### src/rtl/vfcmp_pkg.sv
package vfcmp_pkg;
    localparam int VEC_W  = 128;
    localparam int SP_W   = 32;
    localparam int DP_W   = 64;
    localparam int FLAG_W = 5;

    localparam int FLG_INEXACT   = 0;
    localparam int FLG_UNDERFLOW = 1;
    localparam int FLG_OVERFLOW  = 2;
    localparam int FLG_DIVZERO   = 3;
    localparam int FLG_INVALID   = 4;

    typedef enum logic {
        FMT_SINGLE = 1'b0,
        FMT_DOUBLE = 1'b1
    } fmt_e;

    typedef struct packed {
        logic is_nan;
        logic is_zero;
    } fp_class_t;

    typedef struct packed {
        logic [VEC_W-1:0]  mask;
        logic [FLAG_W-1:0] flags;
        logic              wr_en;
        logic              trap;
    } cmp_result_t;

    function automatic logic [FLAG_W-1:0] build_flags(input logic invalid);
        logic [FLAG_W-1:0] f;
        f = '0;
        f[FLG_INVALID] = invalid;
        return f;
    endfunction
endpackage

### src/rtl/vfcmp_classify.sv
module vfcmp_classify
    import vfcmp_pkg::*;
#(
    parameter int EW = 32
) (
    input  logic [EW-1:0] op,
    input  logic          ftz,
    output fp_class_t     cls
);
    localparam int EXP_W = (EW == 64) ? 11 : 8;
    localparam int MAN_W = EW - EXP_W - 1;

    logic [EXP_W-1:0] expo;
    logic [MAN_W-1:0] frac;

    assign expo = op[EW-2 -: EXP_W];
    assign frac = op[MAN_W-1:0];

    always_comb begin
        cls.is_nan  = (&expo) && (|frac);
        cls.is_zero = (expo == '0) && ((frac == '0) || ftz);
    end
endmodule

### src/rtl/vfcmp_lane.sv
module vfcmp_lane
    import vfcmp_pkg::*;
#(
    parameter int EW = 32
) (
    input  logic [EW-1:0] a,
    input  logic [EW-1:0] b,
    input  logic          ftz,
    output logic          hit,
    output logic          invalid
);
    fp_class_t ca, cb;

    vfcmp_classify #(.EW(EW)) u_cls_a (.op(a), .ftz(ftz), .cls(ca));
    vfcmp_classify #(.EW(EW)) u_cls_b (.op(b), .ftz(ftz), .cls(cb));

    logic unordered;
    logic equal;

    always_comb begin
        unordered = ca.is_nan | cb.is_nan;
        equal     = !unordered && ((ca.is_zero && cb.is_zero) || (a == b));
        invalid   = unordered;
        hit       = unordered | equal | invalid;
    end
endmodule

### src/rtl/vfcmp_lane_array.sv
module vfcmp_lane_array
    import vfcmp_pkg::*;
#(
    parameter int VW = 128,
    parameter int EW = 32
) (
    input  logic [VW-1:0]       a,
    input  logic [VW-1:0]       b,
    input  logic                ftz,
    output logic [VW-1:0]       mask,
    output logic [VW/EW-1:0]    invalid
);
    localparam int LANES = VW / EW;

    for (genvar i = 0; i < LANES; i++) begin : g_lane
        logic hit;
        vfcmp_lane #(.EW(EW)) u_lane (
            .a       (a[i*EW +: EW]),
            .b       (b[i*EW +: EW]),
            .ftz     (ftz),
            .hit     (hit),
            .invalid (invalid[i])
        );
        assign mask[i*EW +: EW] = {EW{hit}};
    end
endmodule

### src/rtl/vfcmp_outreg.sv
module vfcmp_outreg
    import vfcmp_pkg::*;
(
    input  logic        clk,
    input  logic        rst,
    input  logic        valid,
    input  cmp_result_t d,
    output logic        q_valid,
    output cmp_result_t q
);
    always_ff @(posedge clk) begin
        if (rst) begin
            q_valid <= 1'b0;
            q       <= '0;
        end else begin
            q_valid <= valid;
            if (valid) begin
                q <= d;
            end else begin
                q.wr_en <= 1'b0;
                q.trap  <= 1'b0;
            end
        end
    end
endmodule

### src/rtl/vfcmp_ueq_unit.sv
module vfcmp_ueq_unit
    import vfcmp_pkg::*;
(
    input  logic                clk,
    input  logic                rst,
    input  logic                in_valid,
    input  logic                fmt_dbl,
    input  logic                ftz_en,
    input  logic [FLAG_W-1:0]   exc_enable,
    input  logic [VEC_W-1:0]    src_a,
    input  logic [VEC_W-1:0]    src_b,
    output logic                out_valid,
    output logic [VEC_W-1:0]    result,
    output logic [FLAG_W-1:0]   flags,
    output logic                wr_en,
    output logic                trap_req
);
    localparam int SP_LANES = VEC_W / SP_W;
    localparam int DP_LANES = VEC_W / DP_W;

    logic [VEC_W-1:0]    sp_mask, dp_mask;
    logic [SP_LANES-1:0] sp_inv;
    logic [DP_LANES-1:0] dp_inv;

    vfcmp_lane_array #(.VW(VEC_W), .EW(SP_W)) u_sp (
        .a(src_a), .b(src_b), .ftz(ftz_en), .mask(sp_mask), .invalid(sp_inv)
    );
    vfcmp_lane_array #(.VW(VEC_W), .EW(DP_W)) u_dp (
        .a(src_a), .b(src_b), .ftz(ftz_en), .mask(dp_mask), .invalid(dp_inv)
    );

    fmt_e        fmt;
    cmp_result_t nxt, cur;
    logic        any_inv;
    logic        trap_hit;

    always_comb begin
        fmt      = fmt_e'(fmt_dbl);
        any_inv  = (fmt == FMT_DOUBLE) ? |dp_inv : |sp_inv;
        nxt.mask = (fmt == FMT_DOUBLE) ? dp_mask : sp_mask;
        nxt.flags = build_flags(any_inv);
        trap_hit  = |(nxt.flags & exc_enable);
        nxt.trap  = trap_hit;
        nxt.wr_en = !trap_hit;
    end

    vfcmp_outreg u_oreg (
        .clk(clk), .rst(rst), .valid(in_valid), .d(nxt),
        .q_valid(out_valid), .q(cur)
    );

    assign result   = cur.mask;
    assign flags    = cur.flags;
    assign wr_en    = cur.wr_en;
    assign trap_req = cur.trap;
endmodule

### config.mk
export PLATFORM = sky130hd
export DESIGN_NAME = vfcmp_ueq_unit
export DESIGN_NICKNAME = d
export VERILOG_FILES = /design/src/rtl/vfcmp_pkg.sv /design/src/rtl/vfcmp_classify.sv /design/src/rtl/vfcmp_lane.sv /design/src/rtl/vfcmp_lane_array.sv /design/src/rtl/vfcmp_outreg.sv /design/src/rtl/vfcmp_ueq_unit.sv
export SDC_FILE = /design/constraint.sdc
export NUM_CORES = 1
export LEC_CHECK = 0
export CAP_MARGIN = 20
export CORE_MARGIN = 4
export CORE_UTILIZATION = 45
export CTS_CLUSTER_DIAMETER = 50
export DETAILED_ROUTE_END_ITERATION = 10
export DONT_BUFFER_PORTS = 1
export PLACE_DENSITY = 0.6
export REMOVE_ABC_BUFFERS = 1
export SLEW_MARGIN = 20
export SYNTH_ARGS = -nofsm -noshare
export SYNTH_HDL_FRONTEND = slang
export SYNTH_HIERARCHICAL = 1
export SYNTH_SLANG_ARGS = --single-unit
### constraint.sdc
create_clock -name clk -period 4.2 [get_ports clk]
set_clock_uncertainty 0.05 [all_clocks]
set_input_delay 0.21 -clock clk [delete_from_list [all_inputs] [get_ports clk]]
set_output_delay 0.21 -clock clk [all_outputs]
set_load 0.02 [all_outputs]
* Word level (Yosys, flattened, before mapping) *
Cells that the tools add are included.

word-level totals
  flip-flop bits (word level) = 132
  input bits = 266

cells by class
  eq/ne operators = 6
  multiplexer cells = 2
  bitwise logic cells = 20
  reductions and logical operators = 113

operator list
  kind                  number
  zero test 52 bit      4
  OR reduction 52 bit   4
  zero test 23 bit      8
  OR reduction 23 bit   8
  equality test 32 bit  4
  equality test 64 bit  2
  2-to-1 mux 128 bit    1
  zero test 8 bit       8
  AND reduction 8 bit   8
  zero test 11 bit      4
  AND reduction 11 bit  4
  logical AND 1 bit     36
  logical OR 1 bit      18
  bitwise OR 1 bit      18
  zero test 1 bit       7
  bitwise AND 5 bit     1
  OR reduction 5 bit    1
  OR reduction 2 bit    2
  OR reduction 4 bit    1
  2-to-1 mux 1 bit      1
  NOT 1 bit             1

* Logic depth before layout (Yosys ltp) *
Gate-level depths: netlist (run 1).

  depth in word-level cells = 9
  depth in mapped cells = 10
  mapped depth without buffers = 9

* Cells and area by module *
The synthesis (run 1) kept the hierarchy.

modules (own cells, without submodules)
  module                                               times used  cells an instance  area an instance (um^2)
  vfcmp_outreg                                         1           435                4,797.1
  vfcmp_lane_array                                     2           128                960.9
  vfcmp_ueq_unit                                       1           149                1,729.2
  vfcmp_lane at u_sp.g_lane[0].u_lane ...              4           44                 360.3
  vfcmp_lane at u_dp.g_lane[0].u_lane ...              2           87                 706.9
  vfcmp_classify at u_sp.g_lane[0].u_lane.u_cls_a ...  8           17                 111.4
  vfcmp_classify at u_dp.g_lane[0].u_lane.u_cls_a ...  4           26                 173.9

* Worst setup path before layout (run 1) *
OpenSTA, ideal clock, no wires.

  path type = input to register
  from = input src_b[65]
  to = register u_oreg/q[124] (netlist bit)
  data arrival time = 2,815 ps
  required time = 4,033 ps
  path slack = 1,218 ps
  stages = 10
  buffers on the path = 1
  cells stage by stage = nor4_1 -> nand4_1 -> nor4_2 -> nor4_1 -> or2_2 -> a211o_1 -> buf_4 -> mux2_1 -> mux2i_1 -> nor2_1

RTL lines
  item         line                  text
  from (decl)  vfcmp_ueq_unit.sv:11  input logic [VEC_W-1:0] src_b,
  to (decl)    vfcmp_outreg.sv:9     output cmp_result_t q

==> results of run 1 <==
==> power by group <==
| group | internal [µW] | leakage [µW] | switching, µW | total [µW] |
|---|---|---|---|---|
| Combinational | 233 | 0.00295 | 190 | 423 |
| Sequential | 1300 | 0.00110 | 12.8 | 1310 |
| Clock | 842 | 0.000289 | 669 | 1510 |
| Total | 2370 | 0.00434 | 871 | 3240 |
==> sequential cells by signal, summed over array words and instances (netlist names) <==
register	count
u_oreg/q_valid	1
u_oreg/q	135
==> placed cells by master, fill, tap and decap left out, drive strengths merged <==
cell type / instances
mux2i: 133
mux2: 128
nor2: 141
o2111a: 4
clkbuf: 17
o211ai: 1
xnor2: 128
and2: 2
nor3: 12
nor4: 166
bufinv: 1
a211o: 2
buf: 4
diode: 1
or3b: 1
or2: 6
clkinvlp: 1
o21a: 9
clkinv: 6
and2b: 1
dlygate4sd3: 26
conb: 4
o211a: 1
or4: 1
nand3: 16
xor2: 128
dfxtp: 136
inv: 7
a221o: 4
nand4: 88
nand2: 12
o21ai: 8
==> repair_timing <==
item / in CTS / in global routing
setup buffers: 0 / 0
endpoints found under the hold margin: 136 / 0
hold buffers: 28 / 0
==> critical path: cells and delay by family <==
family                 cells  cell delay (ns)
buffers and inverters      2             0.89
muxes                      2             0.53
and+or+nand+nor            6             1.61
AOI/OAI and AO/OA          1             0.27
==> worst paths after layout <==
check / to / slack (ns) / depth (start not counted)
setup / recovery: u_oreg/q[15] / 0.89 / 11
hold / removal: u_oreg/q[36] / 0.06 / 3
setup reg to reg: u_oreg/q[23] / 2.83 / 3
hold reg to reg: u_oreg/q[54] / 0.56 / 2
==> cells by family (layout without fill, tap and decap cells) <==
kind of cell,after synthesis,count (layout),synth area share [%]
AND/OR/NAND/NOR,446,446,19.6
buffers and inverters,301,62,17.7
multiplexers,261,261,22.3
XOR/XNOR,256,256,17.4
flip-flops,136,136,21.1
AO/OA/AOI/OAI,29,29,1.81
other,1,5,0.0291
==> routing by layer <==
layer	vias to the layer above	GRT usage, %	share of wire (%)
met1	4646	30.0	38
li1	4391	-	-
met4	0	10.6	4.1
met2	537	41.2	46
met3	77	9.40	12
met5	-	0	0
==> final cells by class <==
type,instances,area share [%]
Multi-Input combinational cell,996,65.7
Antenna cell,1,0.0208
Tap cell,378,3.94
Timing Repair Buffer,30,2.75
Sequential cell,136,22.7
Clock inverter,15,1.34
Clock buffer,17,3.54
==> stage by stage <==
step	hold WS (ns)	util, %	std cells	cell area [µm²]	power, µW
floorplan	0.232	-	1132	10600	1630
global placement	0.244	39.6	1512	11100	1690
detailed placement	0.245	39.6	1512	11100	1690
CTS	0.0441	42.9	1572	12000	3280
global route	0.0616	42.9	1573	12000	3370
finish	0.0575	42.9	1573	12000	3240
==> flow_summary.html, run 1 <==
<table>
<tr><th>Metric</th><th>Value</th></tr>
<tr><th colspan="2">Layout</th></tr>
<tr><td>Total of fill cells in the finished design</td><td>2776</td></tr>
<tr><td>Area added between synthesis and finish</td><td>-6.82%</td></tr>
<tr><td>Layout cell share with drive strength beyond 1</td><td>16.5%</td></tr>
<tr><td>Number of nets in the finished design</td><td>1447</td></tr>
<tr><td>Flip-flop and latch area</td><td>2720 µm²</td></tr>
<tr><td>Area occupied by multi-input gates</td><td>7900 µm²</td></tr>
<tr><th colspan="2">Logic synthesis</th></tr>
<tr><td>Top-count cell post-synth</td><td>sky130_fd_sc_hd__buf_4</td></tr>
<tr><td>Most used DFF post-synth</td><td>sky130_fd_sc_hd__dfxtp_1</td></tr>
<tr><td>Portion of synthesized cell area occupied by the leading cell type</td><td>21.1%</td></tr>
<tr><td>Gate count of the mapped netlist</td><td>1430</td></tr>
<tr><td>Synth warn</td><td>6</td></tr>
<tr><td>Number of enable flip-flop cells after synthesis</td><td>0</td></tr>
<tr><td>Synth cell count leaders</td><td>sky130_fd_sc_hd__buf_4, sky130_fd_sc_hd__nor4_1, sky130_fd_sc_hd__nor2_1, sky130_fd_sc_hd__dfxtp_1, sky130_fd_sc_hd__mux2i_1</td></tr>
<tr><td>Synth cell types</td><td>33</td></tr>
<tr><td>Ys async rst share</td><td>0%</td></tr>
<tr><td>Average footprint of a synthesized cell</td><td>9.01 µm²</td></tr>
<tr><td>Cell taking the most area after synthesis</td><td>sky130_fd_sc_hd__dfxtp_1</td></tr>
<tr><td>Sequential element share of the synthesized area</td><td>21.1%</td></tr>
<tr><td>Cells taking the most area after synthesis</td><td>sky130_fd_sc_hd__dfxtp_1, sky130_fd_sc_hd__buf_4, sky130_fd_sc_hd__mux2i_1</td></tr>
<tr><td>Synthesized cell area</td><td>12900 µm²</td></tr>
<tr><td>Number of register bits inferred by synthesis</td><td>136</td></tr>
<tr><th colspan="2">STA</th></tr>
<tr><td>Final critical-path required period</td><td>3.31 ns</td></tr>
<tr><td>Final setup violation count</td><td>0</td></tr>
<tr><td>Period Utilization, post-route</td><td>78.8%</td></tr>
<tr><td>Setup total negative slack</td><td>0 ns</td></tr>
<tr><td>Pins over their slew limit</td><td>0</td></tr>
<tr><td>Maximum clock frequency</td><td>302 MHz</td></tr>
<tr><td>RSZ-0062 raised after global routing</td><td>false</td></tr>
<tr><td>Relative slew slack</td><td>49.4%</td></tr>
<tr><td>Setup slack after layout</td><td>0.889 ns</td></tr>
<tr><td>Transition at the pin with the smallest max-transition slack</td><td>0.758 ns</td></tr>
<tr><td>Number of failing hold endpoints at the final stage</td><td>0</td></tr>
<tr><th colspan="2">Route</th></tr>
<tr><td>Vias</td><td>9651</td></tr>
<tr><td># DRC</td><td>0</td></tr>
<tr><td>Via density</td><td>6.14</td></tr>
<tr><td>Routed length per instance</td><td>26.9 µm</td></tr>
<tr><td>TritonRoute pass-1 iters</td><td>5</td></tr>
<tr><td>Total wire length after detailed routing</td><td>42.3 mm</td></tr>
<tr><td>Initial detailed-routing violation count</td><td>678</td></tr>
<tr><td>Number of nets with antenna violations after routing</td><td>0</td></tr>
<tr><th colspan="2">Worst setup path</th></tr>
<tr><td>CP Capture Type</td><td>flop</td></tr>
<tr><td>Setup crit start</td><td>src_b[21]</td></tr>
<tr><td>Worst reg2reg startpoint</td><td>u_oreg/q[23]</td></tr>
<tr><td>Most Frequent Cell on Critical Path</td><td>sky130_fd_sc_hd__nor4_1</td></tr>
<tr><td>Startpoint-to-endpoint class of the critical path</td><td>input pin to flop</td></tr>
<tr><td>Data arrival time of the worst path</td><td>3.56 ns</td></tr>
<tr><td>Worst path slowest cell</td><td>sky130_fd_sc_hd__dlygate4sd3_1</td></tr>
<tr><td>Maximum fanout along the worst path</td><td>64</td></tr>
<tr><td>Category of the worst setup path launch point</td><td>input pin</td></tr>
<tr><td>Delay contributed by the slowest stage of the critical path</td><td>0.58 ns</td></tr>
<tr><td>Cells traversed along the worst timing path</td><td>nor4_1, nand4_1, nor4_2, nor4_1, or2_2, a211o_1, buf_4, mux2_2, mux2i_1, dlygate4sd3_1, nor2_1</td></tr>
<tr><td>Required time at the worst-slack endpoint</td><td>4.45 ns</td></tr>
<tr><th colspan="2">Floorplanning</th></tr>
<tr><td>Initial Utilization</td><td>46.0%</td></tr>
<tr><td>Die Y-Extent</td><td>177 µm</td></tr>
<tr><td>Die X-Extent</td><td>177 µm</td></tr>
<tr><td>I/O pin count</td><td>402</td></tr>
<tr><td>Core Rows</td><td>61</td></tr>
<tr><td>Die footprint</td><td>31400 µm²</td></tr>
<tr><td>Floorplan core area</td><td>28000 µm²</td></tr>
<tr><th colspan="2">Clock tree</th></tr>
<tr><td>Clock tree root buffer cell</td><td>sky130_fd_sc_hd__clkbuf_16</td></tr>
<tr><td>Number of H-tree levels</td><td>4</td></tr>
<tr><td>Max Buffers Root-to-Sink</td><td>2</td></tr>
<tr><td>Worst-path clk slew</td><td>0.07 ns</td></tr>
<tr><td>Number of gates resized after CTS</td><td>0</td></tr>
<tr><td>Number of clock sinks</td><td>136</td></tr>
<tr><td>TritonCTS clock tree</td><td>built</td></tr>
<tr><td>Source-to-sink clock delay at the later pin of the worst-skew pair</td><td>0.41 ns</td></tr>
<tr><td>Cts bufs inserted</td><td>17</td></tr>
<tr><th colspan="2">GRT</th></tr>
<tr><td>Largest net degree at the start of global routing</td><td>135</td></tr>
<tr><td>Antenna violations before repair</td><td>1</td></tr>
<tr><td>Global-route congestion overflow total</td><td>0</td></tr>
<tr><td>Vias in the first global route</td><td>9796</td></tr>
<tr><td>Global routing usage summed across all routing layers</td><td>25.3%</td></tr>
<tr><td>First-pass GRT wire length</td><td>61.5 mm</td></tr>
<tr><th colspan="2">Status</th></tr>
<tr><td>Outcome</td><td>complete, no violations</td></tr>
<tr><th colspan="2">Placed design</th></tr>
<tr><td>Last weighted congestion value of the routability-driven placer</td><td>0.987</td></tr>
<tr><td>Quantity of I/O buffers inserted on ports</td><td>0</td></tr>
<tr><td>Place WS</td><td>1.12 ns</td></tr>
<tr><td>Final HPWL DP</td><td>31.2 mm</td></tr>
<tr><th colspan="2">Power</th></tr>
<tr><td>Pwr dens</td><td>270 nW/µm²</td></tr>
<tr><td>Leakage power total</td><td>0.00434 µW</td></tr>
<tr><td>Worst IR Drop VDD</td><td>241 µV</td></tr>
<tr><th colspan="2">Job</th></tr>
<tr><td># Max-Cap Violations</td><td>0</td></tr>
<tr><th colspan="2">Hold path</th></tr>
<tr><td>Worst Hold Class</td><td>input pin to flop</td></tr>
<tr><td>Launch instance of the worst min-delay path</td><td>fmt_dbl</td></tr>
</table>
(Power assumes the default switching activity.)
==> run 2: changes to the inputs <==
ABC_AREA = 1   (was default)
clock period = 3.25 ns   (was 4.2 ns; I/O delays follow)
==> flow_summary.html, run 2 <==
<table>
<tr><th>Metric</th><th>Value</th></tr>
<tr><th colspan="2">Status</th></tr>
<tr><td>Outcome</td><td>complete, no violations (unchanged)</td></tr>
<tr><th colspan="2">Logic synthesis</th></tr>
<tr><td>Average footprint of a synthesized cell</td><td>5.09 µm² (was 9.01 µm²)</td></tr>
<tr><td>Number of register bits inferred by synthesis</td><td>136 (unchanged)</td></tr>
<tr><td>Synth cell count leaders</td><td>sky130_fd_sc_hd__nand2_1, sky130_fd_sc_hd__nor2_1, sky130_fd_sc_hd__inv_1, sky130_fd_sc_hd__buf_4, sky130_fd_sc_hd__dfxtp_1 (was sky130_fd_sc_hd__buf_4, sky130_fd_sc_hd__nor4_1, sky130_fd_sc_hd__nor2_1, sky130_fd_sc_hd__dfxtp_1, sky130_fd_sc_hd__mux2i_1)</td></tr>
<tr><td>Top-count cell post-synth</td><td>sky130_fd_sc_hd__nand2_1 (was sky130_fd_sc_hd__buf_4)</td></tr>
<tr><td>Synth cell types</td><td>24 (was 33)</td></tr>
<tr><td>Gate count of the mapped netlist</td><td>3126 (was 1430)</td></tr>
<tr><td>Synthesized cell area</td><td>15900 µm² (was 12900 µm²)</td></tr>
<tr><td>Sequential element share of the synthesized area</td><td>17.1% (was 21.1%)</td></tr>
<tr><td>Most used DFF post-synth</td><td>sky130_fd_sc_hd__dfxtp_1 (unchanged)</td></tr>
<tr><td>Portion of synthesized cell area occupied by the leading cell type</td><td>29.7% (was 21.1%)</td></tr>
<tr><td>Ys async rst share</td><td>0% (unchanged)</td></tr>
<tr><td>Cells taking the most area after synthesis</td><td>sky130_fd_sc_hd__nand2_1, sky130_fd_sc_hd__nor2_1, sky130_fd_sc_hd__dfxtp_1 (was sky130_fd_sc_hd__dfxtp_1, sky130_fd_sc_hd__buf_4, sky130_fd_sc_hd__mux2i_1)</td></tr>
<tr><td>Cell taking the most area after synthesis</td><td>sky130_fd_sc_hd__nand2_1 (was sky130_fd_sc_hd__dfxtp_1)</td></tr>
<tr><td>Synth warn</td><td>6 (unchanged)</td></tr>
<tr><td>Number of enable flip-flop cells after synthesis</td><td>0 (unchanged)</td></tr>
<tr><th colspan="2">Worst setup path</th></tr>
<tr><td>Register-to-register setup slack</td><td>1.35 ns (was 2.83 ns)</td></tr>
<tr><td>Category of the worst setup path launch point</td><td>input pin (unchanged)</td></tr>
<tr><td>R2R cell count</td><td>4 (was 3)</td></tr>
<tr><td>CP Capture Type</td><td>flop (unchanged)</td></tr>
<tr><td>Endpoint of the most critical register-to-register path</td><td>u_oreg/q[49] (was u_oreg/q[23])</td></tr>
<tr><td>Required time at the worst-slack endpoint</td><td>3.56 ns (was 4.45 ns)</td></tr>
<tr><td>Worst reg2reg startpoint</td><td>u_oreg/q[49] (was u_oreg/q[23])</td></tr>
<tr><td>Maximum fanout along the worst path</td><td>34 (was 64)</td></tr>
<tr><td>Data arrival time of the worst path</td><td>3.19 ns (was 3.56 ns)</td></tr>
<tr><td>Startpoint-to-endpoint class of the critical path</td><td>input pin to flop (unchanged)</td></tr>
<tr><th colspan="2">Layout</th></tr>
<tr><td>Non-Filler Cell Area, Final</td><td>16000 µm² (was 12000 µm²)</td></tr>
<tr><td>Top flop regs</td><td>u_oreg/q (135), u_oreg/q_valid (1) (unchanged)</td></tr>
<tr><td>Register ranked first by flip-flop count</td><td>u_oreg/q (unchanged)</td></tr>
<tr><td>Layout cell share with drive strength beyond 1</td><td>1.96% (was 16.5%)</td></tr>
<tr><td>Number of nets in the finished design</td><td>3205 (was 1447)</td></tr>
<tr><td>Area added between synthesis and finish</td><td>0.236% (was -6.82%)</td></tr>
<tr><td>Total of fill cells in the finished design</td><td>3742 (was 2776)</td></tr>
<tr><td>Max FFs per register</td><td>135 (unchanged)</td></tr>
<tr><td>Antenna diodes</td><td>0 (was 1)</td></tr>
<tr><td>Most used cells in the layout excluding fill and tap cells</td><td>sky130_fd_sc_hd__nand2_1, sky130_fd_sc_hd__nor2_1, sky130_fd_sc_hd__inv_1 (was sky130_fd_sc_hd__nor4_1, sky130_fd_sc_hd__nor2_1, sky130_fd_sc_hd__dfxtp_1)</td></tr>
<tr><td>Most common library cell in the layout ignoring fill and taps</td><td>sky130_fd_sc_hd__nand2_1 (was sky130_fd_sc_hd__nor4_1)</td></tr>
<tr><th colspan="2">Floorplanning</th></tr>
<tr><td>Core Rows</td><td>68 (was 61)</td></tr>
<tr><td>Floorplan core area</td><td>34700 µm² (was 28000 µm²)</td></tr>
<tr><td>Die Y-Extent</td><td>196 µm (was 177 µm)</td></tr>
<tr><td>I/O pin count</td><td>402 (unchanged)</td></tr>
<tr><td>Initial Utilization</td><td>45.9% (was 46.0%)</td></tr>
<tr><td>Die X-Extent</td><td>196 µm (was 177 µm)</td></tr>
<tr><td>Die footprint</td><td>38500 µm² (was 31400 µm²)</td></tr>
<tr><th colspan="2">Hold path</th></tr>
<tr><td>Hold Path Depth</td><td>3 (unchanged)</td></tr>
<tr><td>Worst Hold Class</td><td>input pin to flop (unchanged)</td></tr>
<tr><td>Hold Path End</td><td>u_oreg/q[105] (was u_oreg/q[36])</td></tr>
<tr><td>Launch instance of the worst min-delay path</td><td>rst (was fmt_dbl)</td></tr>
<tr><th colspan="2">STA</th></tr>
<tr><td>Relative slew slack</td><td>42.2% (was 49.4%)</td></tr>
<tr><td>Period Utilization, post-route</td><td>88.6%</td></tr>
<tr><td>Setup total negative slack</td><td>0 ns (unchanged)</td></tr>
<tr><td>Maximum clock frequency</td><td>347 MHz</td></tr>
<tr><td>RSZ-0062 raised after global routing</td><td>false (unchanged)</td></tr>
<tr><td>Final setup violation count</td><td>0 (unchanged)</td></tr>
<tr><td>Final critical-path required period</td><td>2.88 ns</td></tr>
<tr><td>Transition at the pin with the smallest max-transition slack</td><td>0.865 ns (was 0.758 ns)</td></tr>
<tr><td>Number of failing hold endpoints at the final stage</td><td>0 (unchanged)</td></tr>
<tr><td>Pins over their slew limit</td><td>0 (unchanged)</td></tr>
<tr><th colspan="2">Clock tree</th></tr>
<tr><td>Clock tree root buffer cell</td><td>sky130_fd_sc_hd__clkbuf_16 (unchanged)</td></tr>
<tr><td>Number of clock sinks</td><td>136 (unchanged)</td></tr>
<tr><td>Source-to-sink clock delay at the later pin of the worst-skew pair</td><td>0.41 ns (about the same)</td></tr>
<tr><td>Post-CTS setup buffer count</td><td>0 (unchanged)</td></tr>
<tr><td>Worst-path clk slew</td><td>0.06 ns (was 0.07 ns)</td></tr>
<tr><td>Max Buffers Root-to-Sink</td><td>2 (unchanged)</td></tr>
<tr><td>TritonCTS clock tree</td><td>built (unchanged)</td></tr>
<tr><td>Number of H-tree levels</td><td>4 (unchanged)</td></tr>
<tr><td>Cts bufs inserted</td><td>17 (unchanged)</td></tr>
<tr><th colspan="2">GRT</th></tr>
<tr><td>Largest net degree at the start of global routing</td><td>167 (was 135)</td></tr>
<tr><td>Global routing usage summed across all routing layers</td><td>22.4% (was 25.3%)</td></tr>
<tr><td>Antenna violations before repair</td><td>0 (was 1)</td></tr>
<tr><td>Global-route congestion overflow total</td><td>0 (unchanged)</td></tr>
<tr><td>First-pass GRT wire length</td><td>72.1 mm (was 61.5 mm)</td></tr>
<tr><td>Vias in the first global route</td><td>14500 (was 9796)</td></tr>
<tr><th colspan="2">Route</th></tr>
<tr><td>TritonRoute pass-1 iters</td><td>5 (unchanged)</td></tr>
<tr><td>Via density</td><td>4.57 (was 6.14)</td></tr>
<tr><td>Initial detailed-routing violation count</td><td>1030 (was 678)</td></tr>
<tr><td># DRC</td><td>0 (unchanged)</td></tr>
<tr><td>Total wire length after detailed routing</td><td>45.1 mm (was 42.3 mm)</td></tr>
<tr><td>Routed length per instance</td><td>13.2 µm (was 26.9 µm)</td></tr>
<tr><td>Vias</td><td>15600 (was 9651)</td></tr>
<tr><td>Number of nets with antenna violations after routing</td><td>0 (unchanged)</td></tr>
<tr><th colspan="2">Placed design</th></tr>
<tr><td>Cell area after placement</td><td>14200 µm² (was 11100 µm²)</td></tr>
<tr><td>Final HPWL DP</td><td>31.5 mm (was 31.2 mm)</td></tr>
<tr><td>Quantity of I/O buffers inserted on ports</td><td>0 (unchanged)</td></tr>
<tr><td>Last weighted congestion value of the routability-driven placer</td><td>0.914 (was 0.987)</td></tr>
<tr><th colspan="2">Power</th></tr>
<tr><td>Leakage power total</td><td>0.00870 µW (was 0.00434 µW)</td></tr>
<tr><td>Worst IR Drop VDD</td><td>387 µV (was 241 µV)</td></tr>
<tr><td>Pwr dens</td><td>307 nW/µm² (was 270 nW/µm²)</td></tr>
<tr><th colspan="2">Job</th></tr>
<tr><td># Max-Cap Violations</td><td>0 (unchanged)</td></tr>
</table>
run 2: changes by cell type after synthesis, moves of 108 or more:
cell                      previous run  this run
sky130_fd_sc_hd__inv_1               0       430
sky130_fd_sc_hd__nor2_1            141       751
sky130_fd_sc_hd__nor4_1            142         8
sky130_fd_sc_hd__mux2i_1           133         0
sky130_fd_sc_hd__xor2_1            128        20
sky130_fd_sc_hd__nand2_1            12      1260
run 2: repair_timing:
item | in CTS | in global routing
endpoints found under the setup margin | 0 | 2
resized for setup | 0 | 1
hold endpoints to repair | 136 | 0
hold buffers | 111 | 0
run 2: layer usage:
layer,track usage (%),vias up,routed length [µm]
li1,-,8416,-
met1,26.1,6676,18600
met2,38.6,420,21200
met3,7.50,71,4190
met4,7.11,0,1130
met5,0,-,0
run 2: cells by family after synthesis:
group	synth area share (%)
other cells	0.0235
compound gates	0.660
simple gates	50.7
buf+inv	25.4
xor+xnor	6.16
flops	17.1
run 2: cell type report:
type,count,area (µm²),area share [%]
Multi-Input combinational cell,2233,9180,57.5
Sequential cell,136,2720,17.1
Inverter,432,1630,10.2
Timing Repair Buffer,119,1240,7.79
Tap cell,455,569,3.57
Clock buffer,19,453,2.84
Clock inverter,13,168,1.05
run 2: critical path: stages:
cell                            delay (ns)
sky130_fd_sc_hd__nor2_1               0.10
sky130_fd_sc_hd__nand2_1              0.07
sky130_fd_sc_hd__nor2_1               0.13
sky130_fd_sc_hd__nand2_1              0.11
sky130_fd_sc_hd__nor2_2               0.14
sky130_fd_sc_hd__nand2_1              0.08
sky130_fd_sc_hd__a21oi_2              0.11
sky130_fd_sc_hd__nand2_1              0.05
sky130_fd_sc_hd__nand3_1              0.06
sky130_fd_sc_hd__inv_1                0.06
sky130_fd_sc_hd__nand2_4              0.29
sky130_fd_sc_hd__buf_12               0.25
sky130_fd_sc_hd__nand2_1              0.08
sky130_fd_sc_hd__nand2_1              0.06
sky130_fd_sc_hd__inv_1                0.04
sky130_fd_sc_hd__nand2_1              0.04
sky130_fd_sc_hd__dlygate4sd3_1        0.56
sky130_fd_sc_hd__nand2_1              0.08
sky130_fd_sc_hd__nor2_1               0.10
sky130_fd_sc_hd__dlygate4sd3_1        0.56
run 2: worst max path at each step:
stage	slack, ns	start	to
5_1_grt	0.11	src_b[29]	u_oreg/q[51]
6_report	0.37	src_b[19]	u_oreg/q[51]
2_1_floorplan	0.87	src_a[47]	u_oreg/q[10]
3_3_place_gp	0.97	src_b[19]	u_oreg/q[11]
4_1_cts	0.32	src_b[19]	u_oreg/q[51]
3_5_place_dp	0.92	src_b[19]	u_oreg/q[54]
run 2: where the power goes:
| part | internal [µW] | total [µW] | leakage (µW) | switching (µW) |
|---|---|---|---|---|
| logic | 463 | 937 | 0.00728 | 474 |
| clock network | 1260 | 2040 | 0.000300 | 786 |
| registers | 1750 | 1930 | 0.00112 | 175 |
run 2: through the flow:
stage	std cells	util (%)	setup slack, ns	total power [µW]	hold slack, ns
after global placement	3264	40.9	0.969	2700	0.184
after floorplan	2801	-	0.868	2590	0.184
final	3407	46.0	0.371	4910	0.182
after global routing	3407	46.0	0.108	5170	0.214
after detailed placement	3264	40.9	0.921	2730	0.191
after CTS	3407	46.0	0.323	4940	0.171
